## config.mk

```make
export PLATFORM = sky130hd
export DESIGN_NAME = cec_hdr_filter
export DESIGN_NICKNAME = d
export VERILOG_FILES = /design/src/rtl/cec_filt_pkg.sv /design/src/rtl/cec_cfg_reg.sv /design/src/rtl/cec_dest_match.sv /design/src/rtl/cec_berr_policy.sv /design/src/rtl/cec_hdr_filter.sv
export SDC_FILE = /design/constraint.sdc
export NUM_CORES = 1
export LEC_CHECK = 0
export BUFFER_PORTS_ARGS = -buffer_cell sky130_fd_sc_hd__clkbuf_2
export CORE_MARGIN = 10
export CORE_UTILIZATION = 53
export CTS_CLUSTER_DIAMETER = 200
export DETAILED_ROUTE_END_ITERATION = 8
export PLACE_DENSITY = 0.82
export SETUP_SLACK_MARGIN = 0.4
export SYNTH_ARGS = -nofsm -noshare
export SYNTH_HDL_FRONTEND = slang
export SYNTH_SLANG_ARGS = --single-unit
```

## constraint.sdc

```tcl
create_clock -name clk -period 4.11 [get_ports clk]
set_input_delay 0 -clock clk [delete_from_list [all_inputs] [get_ports clk]]
set_output_delay 0 -clock clk [all_outputs]
set_load 0.03 [all_outputs]
```

## src/rtl/cec_filt_pkg.sv

```systemverilog
package cec_filt_pkg;
    localparam int NUM_ADDR = 15;
    localparam int ADDR_W   = $clog2(NUM_ADDR + 1);
    localparam logic [ADDR_W-1:0] BCAST_ADDR = ADDR_W'(NUM_ADDR);

    typedef struct packed {
        logic                listen;
        logic [NUM_ADDR-1:0] own_mask;
        logic                bcast_quiet;
        logic                bre_stop;
        logic                bre_gen_off;
        logic                lbpe_gen_off;
    } cec_cfg_t;

    localparam int CFG_W = $bits(cec_cfg_t);

    typedef enum logic [2:0] {
        ST_OFF,
        ST_WAIT_HDR,
        ST_BCAST,
        ST_DIRECT,
        ST_SKIP
    } filt_state_e;
endpackage

```

## src/rtl/cec_cfg_reg.sv

```systemverilog
module cec_cfg_reg
    import cec_filt_pkg::*;
(
    input  logic                 clk,
    input  logic                 rst_n,
    input  logic                 wr_allow,
    input  logic                 we,
    input  logic [CFG_W-1:0]     wdata,
    output cec_cfg_t             cfg_q
);
    always_ff @(posedge clk or negedge rst_n) begin
        if (!rst_n) begin
            cfg_q <= '0;
        end else if (we && wr_allow) begin
            cfg_q <= cec_cfg_t'(wdata);
        end
    end
endmodule

```

## src/rtl/cec_dest_match.sv

```systemverilog
module cec_dest_match
    import cec_filt_pkg::*;
(
    input  cec_cfg_t             cfg,
    input  logic [ADDR_W-1:0]    dst,
    output logic                 is_bcast,
    output logic                 take,
    output logic                 give_ack
);
    logic [NUM_ADDR-1:0] hit_vec;
    logic                own_hit;

    for (genvar i = 0; i < NUM_ADDR; i++) begin : g_addr
        assign hit_vec[i] = cfg.own_mask[i] && (dst == ADDR_W'(i));
    end

    assign own_hit  = |hit_vec;
    assign is_bcast = (dst == BCAST_ADDR);
    assign take     = is_bcast || own_hit || cfg.listen;
    assign give_ack = own_hit;
endmodule

```

## src/rtl/cec_berr_policy.sv

```systemverilog
module cec_berr_policy
    import cec_filt_pkg::*;
(
    input  cec_cfg_t cfg,
    input  logic     bre,
    input  logic     lbpe,
    input  logic     sbpe,
    output logic     req
);
    logic bre_req, lbpe_req, sbpe_req;

    assign bre_req  = bre && cfg.bre_stop && !cfg.bre_gen_off && !cfg.bcast_quiet;
    assign lbpe_req = lbpe && !cfg.lbpe_gen_off && !cfg.bcast_quiet;
    assign sbpe_req = sbpe && !(cfg.bcast_quiet && cfg.listen);
    assign req      = bre_req || lbpe_req || sbpe_req;
endmodule

```

## src/rtl/cec_hdr_filter.sv

```systemverilog
module cec_hdr_filter
    import cec_filt_pkg::*;
(
    input  logic                 clk,
    input  logic                 rst_n,
    input  logic                 en,
    input  logic                 cfg_we,
    input  logic [CFG_W-1:0]     cfg_wdata,
    input  logic                 hdr_valid,
    input  logic [ADDR_W-1:0]    hdr_dst,
    input  logic                 frame_end,
    input  logic                 err_bre,
    input  logic                 err_lbpe,
    input  logic                 err_sbpe,
    output logic                 accept_o,
    output logic                 ack_req_o,
    output logic                 errbit_req_o,
    output logic                 cfg_locked_o
);
    cec_cfg_t    cfg_q;
    filt_state_e state, nxt;
    logic        m_bcast, m_take, m_ack, pol_req;
    logic        hdr_now;

    cec_cfg_reg u_cfg (
        .clk      (clk),
        .rst_n    (rst_n),
        .wr_allow (!en),
        .we       (cfg_we),
        .wdata    (cfg_wdata),
        .cfg_q    (cfg_q)
    );

    cec_dest_match u_match (
        .cfg      (cfg_q),
        .dst      (hdr_dst),
        .is_bcast (m_bcast),
        .take     (m_take),
        .give_ack (m_ack)
    );

    cec_berr_policy u_policy (
        .cfg  (cfg_q),
        .bre  (err_bre),
        .lbpe (err_lbpe),
        .sbpe (err_sbpe),
        .req  (pol_req)
    );

    assign hdr_now = en && (state == ST_WAIT_HDR) && hdr_valid;

    // state register
    always_ff @(posedge clk or negedge rst_n) begin
        if (!rst_n) begin
            state <= ST_OFF;
        end else begin
            state <= nxt;
        end
    end

    always_comb begin
        nxt = state;
        unique case (state)
            ST_OFF:      nxt = ST_WAIT_HDR;
            ST_WAIT_HDR: begin
                if (hdr_valid) begin
                    if (m_bcast)     nxt = ST_BCAST;
                    else if (m_take) nxt = ST_DIRECT;
                    else             nxt = ST_SKIP;
                end
            end
            ST_BCAST, ST_DIRECT, ST_SKIP: begin
                if (frame_end) nxt = ST_WAIT_HDR;
            end
            default:     nxt = ST_OFF;
        endcase
        if (!en) nxt = ST_OFF;
    end

    // output register
    always_ff @(posedge clk or negedge rst_n) begin
        if (!rst_n) begin
            accept_o     <= 1'b0;
            ack_req_o    <= 1'b0;
            errbit_req_o <= 1'b0;
        end else begin
            accept_o     <= hdr_now && m_take;
            ack_req_o    <= hdr_now && m_ack;
            errbit_req_o <= en && (state == ST_BCAST) && pol_req;
        end
    end

    assign cfg_locked_o = (state != ST_OFF);
endmodule

```

==> results of run 1 <==
[cells by family after synthesis]
family | count (synthesis)
AOI/OAI and AO/OA | 8
buffers and inverters | 5
DFF | 26
muxes | 32
and+or+nand+nor | 19
[metal layers]
| layer | global-route usage | part of all wire | vias to the layer above | routed length [microns] |
|---|---|---|---|---|
| li1 | - | - | 453 | - |
| met1 | 0.127 | 0.38 | 460 | 1040 |
| met2 | 0.243 | 0.55 | 22 | 1530 |
| met3 | 0.0375 | 0.058 | 5 | 160 |
| met4 | 0.0553 | 0.012 | 0 | 34 |
| met5 | 0 | 0 | - | 0 |
[path summary, 6_finish.rpt]
path	startpoint	slack (ns)	end
worst max-delay path	state[2]	2.49	state[0]
worst min-delay path	err_lbpe	0.006	errbit_req_o
worst max register to register	state[2]	2.49	state[0]
worst min register to register	u_cfg.cfg_q[6]	0.52	u_cfg.cfg_q[6]
max in group asynchronous	rst_n	3.48	u_cfg.cfg_q[9]
min in group asynchronous	rst_n	0.22	u_cfg.cfg_q[11]
[cells in the mapped netlist, types with 2 or more instances]
library cell	instances
o22ai_1	2
mux4_2	2
nor3b_1	2
nor2b_1	3
nand2_1	4
mux2i_1	9
nand2b_1	2
inv_1	2
dfrtp_1	26
mux2_2	21
nor2_1	4
[final cells by class]
cell class	count	area, sq um	share of cell area
Sequential cell	26	651	0.387
Timing Repair Buffer	61	428	0.254
Tap cell	28	35.0	0.0208
Antenna cell	1	2.50	0.00149
Multi-Input combinational cell	59	537	0.319
Inverter	2	7.51	0.00446
Clock buffer	3	22.5	0.0134
[power groups by stage]
| stage | Sequential (uW) | Clock [uW] | Combinational [uW] |
|---|---|---|---|
| final | 320 | 107 | 169 |
| after global routing | 326 | 118 | 186 |
| after CTS | 320 | 107 | 170 |
| after detailed placement | 326 | 0 | 151 |
| after global placement | 322 | 0 | 145 |
| after floorplan | 323 | 0 | 104 |
[state kept, by name, indices dropped and copies added (netlist names)]
| register | count |
|---|---|
| accept_o | 1 |
| ack_req_o | 1 |
| errbit_req_o | 1 |
| state | 3 |
| u_cfg.cfg_q | 20 |
[cell usage in the layout, fill, tap and decap left out]
| cell type | count |
|---|---|
| or3_1 | 1 |
| mux4_2 | 2 |
| o31a_1 | 1 |
| nand2b_1 | 2 |
| a32o_1 | 1 |
| o22ai_1 | 2 |
| nand4_1 | 1 |
| clkbuf_2 | 36 |
| a2111oi_0 | 1 |
| nand2_1 | 4 |
| inv_1 | 2 |
| nor4bb_1 | 1 |
| mux2_2 | 21 |
| o21ai_0 | 1 |
| nor2_1 | 4 |
| dlygate4sd3_1 | 24 |
| diode_2 | 1 |
| buf_4 | 1 |
| o31ai_1 | 1 |
| dfrtp_1 | 26 |
| nand3_1 | 1 |
| mux2i_1 | 9 |
| o2bb2ai_1 | 1 |
| clkbuf_4 | 3 |
| nor2b_1 | 3 |
| nor3b_1 | 2 |
[metrics by stage]
stage | setup slack [ns] | hold WS (ns) | area [sq um] | util | instances
finish | 2.49 | 0.00611 | 1680 | 0.768 | 180
global route | 2.37 | 0.0252 | 1680 | 0.767 | 179
CTS | 2.48 | 0.0127 | 1680 | 0.767 | 179
detailed placement | 2.50 | 0.0424 | 1420 | 0.647 | 152
global placement | 2.66 | 0.0323 | 1420 | 0.647 | 152
floorplan | 2.71 | -0.296 | 1210 | - | 90
[worst min-delay path: stages]
cell and delay (ns):
clkbuf_2 0.07, nor2b_1 0.12, o31a_1 0.12
[repair_timing]
| action | CTS | global route |
|---|---|---|
| endpoints found under the hold margin | 51 | 0 |
| hold buffers | 24 | 0 |
| gates resized for setup | 0 | 0 |
==> impl_metrics.yaml, run 1 <==
pwr:
  p_switching_uw: 175
  netSwitchingFraction: 0.293
  power.internal_uw: 422
  power_density_nw_per_um2: 354
  finalPower_uw: 596
  power_frac_comb: 0.283
  irDropWorstVdd_mv: 0.272
  seqPwrFrac: 0.537
  clkPwrFrac: 0.180
  total_leakage_power_uw: 0.000789
critical_path:
  crit_type: "flop to flop"
  r2r_cells: 4
  worstPathRequired_ns: 4.34
  critPathTopFamily: "compound AO/OA/AOI/OAI gates"
  slowest_stage: "o31ai_1"
  cpPeakStageDelay_ns: 0.53
  cp_data_arrival_time_ns: 1.85
  start_kind: "flop"
  path_cells: "nor3b_1 -> o31ai_1 -> mux2i_1 -> o22ai_1"
  worstSetupEndpointType: "flop"
  worst-path-max-fanout: 8
  crit_buf_inv: 0
  path_depth: 4
clock_tree:
  cts_sinks: 26
  worstSkewPairLatency_ns: 0.32
  postCtsSetupBuffers: 0
  root_buffer: "clkbuf_4"
  numCtsBuffers: 3
  htreeDepth: 1
  path_clk_slew_ns: 0.14
  cts_tree: "yes"
  clockBufferDepth: 2
synthesis:
  syn_inst: 90
  ys_warn_count: 0
  muxShareOfSynthArea: 0.306
  synth-xor-area-share: 0
  synth_fa_ha_area_frac: 0
  avgSynthCellArea_sq_um: 13.5
  async_flop_share: 1.00
  synthSimpleGateAreaFrac: 0.0856
  synth_top_area_frac: 0.536
  synth_cell_types: 24
  synthTopCellsByArea: "dfrtp_1 54%, mux2_2 19%, mux2i_1 7.4%, mux4_2 3.7%, nor2b_1 1.5%"
  mappedNetlistArea_sq_um: 1210
  synth_compound_area_frac: 0.0505
  synth_edf_count: 0
  syn_nets: 123
  synth_seq_cells: 26
  yosys.area.top_type: "dfrtp_1"
  synth_top_family_by_area: "multiplexers"
  synth.yosys.seq_area_share: 0.536
  ys.flop_type: "dfrtp_1"
timing:
  period_needed_ns: 1.62
  skew_ns: 0.00952
  setup-tns-final_ns: 0
  finalCritPeriodShare: 0.395
  drv_slew: 0
  hold_viol: 0
  relSlewSlack: 0.584
  tightest_slew_ns: 0.624
  setup_viol: 0
  rsz0062_at_grt: "no"
  max_freq_mhz: 616
floorplan:
  core-area_sq_um: 2190
  start_util: 0.554
  die_h_microns: 67.9
  io_pins: 37
  die-width_microns: 67.9
  die-area_sq_um: 4600
  rows: 17
final_layout:
  fin_nets: 186
  drive_gt1_frac: 0.417
  final.fill_count: 129
  area_delta_synth_final_pct: 38.7
detailed_routing:
  vias_per_cell: 5.22
  dr_total_vias: 940
  wirelength_microns: 2760
  ant_nets: 0
  wl_per_cell_microns: 15.3
  drc: 0
  drtIter0Drc: 21
  first_pass_iters: 4
job:
  drv_cap: 0
global_route:
  grt_pass1_wl_microns: 4580
  grt_util_all_layers: 0.128
  antenna_found_initial: 0
  grt_max_degree: 27
  grt_pass1_vias: 1046
  overflow: 0
worst_hold_path:
  hp-class: "input port to flop"
  min_path_cells: 3
outcome:
  status: "finished, final reports clean"
placed_design:
  io_buffers: 36
  gp_congestion: 0.753
Note: power is estimated with default switching activity, not from simulation.
==> inputs of run 2 (changes only) <==
CORE_UTILIZATION = 45   (was 53)
PLACE_DENSITY = 0.74   (was 0.82)
clock period = 1.46 ns   (was 4.11 ns; I/O delays follow)
==> impl_metrics.yaml, run 2 (synthesis results as in run 1) <==
outcome:
  status: "finished, violations left"
  violations: "hold timing, setup timing"
critical_path:
  r2r_cells: 4
  worstPathRequired_ns: 1.67
  critPathTopFamily: "multiplexers"
  path_cells: "mux2i_1 -> mux4_2 -> a32o_2 -> o2bb2ai_1"
  worstSetupEndpointType: "flop"
  rrSetupSlack_ns: -0.01
  crit_start: "u_cfg.cfg_q[11]"
  start_kind: "flop"
  cp_data_arrival_time_ns: 1.68
  slowest_stage: "mux4_2"
  rr_endpoint: "state[2]"
  worst-path-max-fanout: 4
  cpPeakStageDelay_ns: 0.48
  crit_buf_inv: 0
  crit_type: "flop to flop"
  worstReg2RegStart: "u_cfg.cfg_q[11]"
placed_design:
  pre_cts_ws_ns: 0.0262
  io_buffers: 36
  dp_hpwl_microns: 2080
  gp_congestion: 0.769
detailed_routing:
  wl_per_cell_microns: 16.3
  wirelength_microns: 3080
  drc: 0
  ant_nets: 0
  first_pass_iters: 4
  drtIter0Drc: 23
  dr_total_vias: 959
  vias_per_cell: 5.07
floorplan:
  die_h_microns: 71.9
  core-area_sq_um: 2520
  start_util: 0.481
  io_pins: 37
  die-width_microns: 71.9
  die-area_sq_um: 5170
  rows: 18
timing:
  whs_ns: -0.00631
  tightest_slew_ns: 0.615
  hold_viol: 1
  period_needed_ns: 1.47
  skew_ns: 0.00207
  setup_viol: 1
  setup-tns-final_ns: -0.00962
  drv_slew: 0
  relSlewSlack: 0.590
  setup_ws_ns: -0.00962
  finalCritPeriodShare: 1.01
  rsz0062_at_grt: "yes"
  max_freq_mhz: 680
final_layout:
  final.fill_count: 160
  post-route-util: 0.732
  ff_latch_area_sq_um: 652
  final_common_cell: "clkbuf_2"
  reg_top3: "u_cfg.cfg_q (20), state (3)"
  multi_input_area_sq_um: 594
  drive_gt1_frac: 0.503
  largest_reg_flops: 20
  regMostFlops: "u_cfg.cfg_q"
  fin_nets: 193
  n_antenna_cell: 0
  area_delta_synth_final_pct: 52.1
  layout_common_cells: "35 x clkbuf_2, 25 x dfrtp_1, 24 x dlygate4sd3_1, 21 x mux2_2, 9 x mux2i_1"
clock_tree:
  cts_hold_buf: 24
  htreeDepth: 1
  path_clk_slew_ns: 0.13
  clockBufferDepth: 2
  cts_sinks: 26
  root_buffer: "clkbuf_4"
  worstSkewPairLatency_ns: 0.31
  numCtsBuffers: 3
  cts_tree: "yes"
pwr:
  total_leakage_power_uw: 0.000866
  finalPower_uw: 2070
  irDropWorstVdd_mv: 0.921
  power_density_nw_per_um2: 1120
global_route:
  grt_pass1_wl_microns: 4910
  grt_pass1_vias: 1063
  grt_util_all_layers: 0.115
  grt_max_degree: 27
  antenna_found_initial: 0
  overflow: 0
worst_hold_path:
  min_path_cells: 3
  hp-class: "input port to flop"
  min-delay-start: "en"
  worstHoldEndpoint: "state[1]"
job:
  drv_cap: 0
==> run 2: cell count changes in the layout (fill, tap and decap cells not counted), sizes merged <==
cell	delta
buf	+8
bufinv	+1
clkbuf	-1
diode	-1
==> run 2: how the worst max path moves through the flow <==
| stage | endpoint | cells past startpoint |
|---|---|---|
| floorplan | state[2] | 4 |
| global placement | state[1] | 4 |
| detailed placement | state[2] | 4 |
| CTS | state[2] | 4 |
| global route | state[2] | 4 |
| finish | state[2] | 4 |
==> run 2: where the power goes <==
| part | total [uW] | switching, uW | internal [uW] |
|---|---|---|---|
| sequential | 899 | 71.8 | 828 |
| combinational | 694 | 280 | 414 |
| clock | 481 | 203 | 278 |
| total | 2070 | 555 | 1520 |
==> run 2: area by class of cell <==
type                    count  share of cell area
clock inverters             1              0.0163
clock buffers               3              0.0122
well taps                  30              0.0203
inverters                   2             0.00407
flip-flops and latches     26               0.353
multi-input cells          59               0.322
repair buffers             68               0.272
==> run 2: repair_timing <==
item                       4_1_cts  5_1_grt
setup endpoints to repair        7        7
buffers inserted                 2        2
pin swaps                        1        2
hold endpoints to repair        52        1
resized for setup                6        8
==> run 2: tightest hold or removal path, delay by kind of cell <==
family / cells / cell delay (ns)
compound gates: 1 / 0.06
buf+inv: 1 / 0.13
simple gates: 1 / 0.10
==> run 2: metrics by stage <==
step,cells,area [sq um]
floorplan,90,1230
CTS,187,1790
global placement,157,1460
global route,189,1850
finish,189,1850
detailed placement,157,1460
==> run 2: routing by layer <==
metal | wire (microns) | GRT usage | share of wire
met5 | 0 | 0 | 0
met3 | 122 | 0.0313 | 0.040
met4 | 19 | 0.0258 | 0.0062
met1 | 1180 | 0.127 | 0.38
met2 | 1770 | 0.213 | 0.57
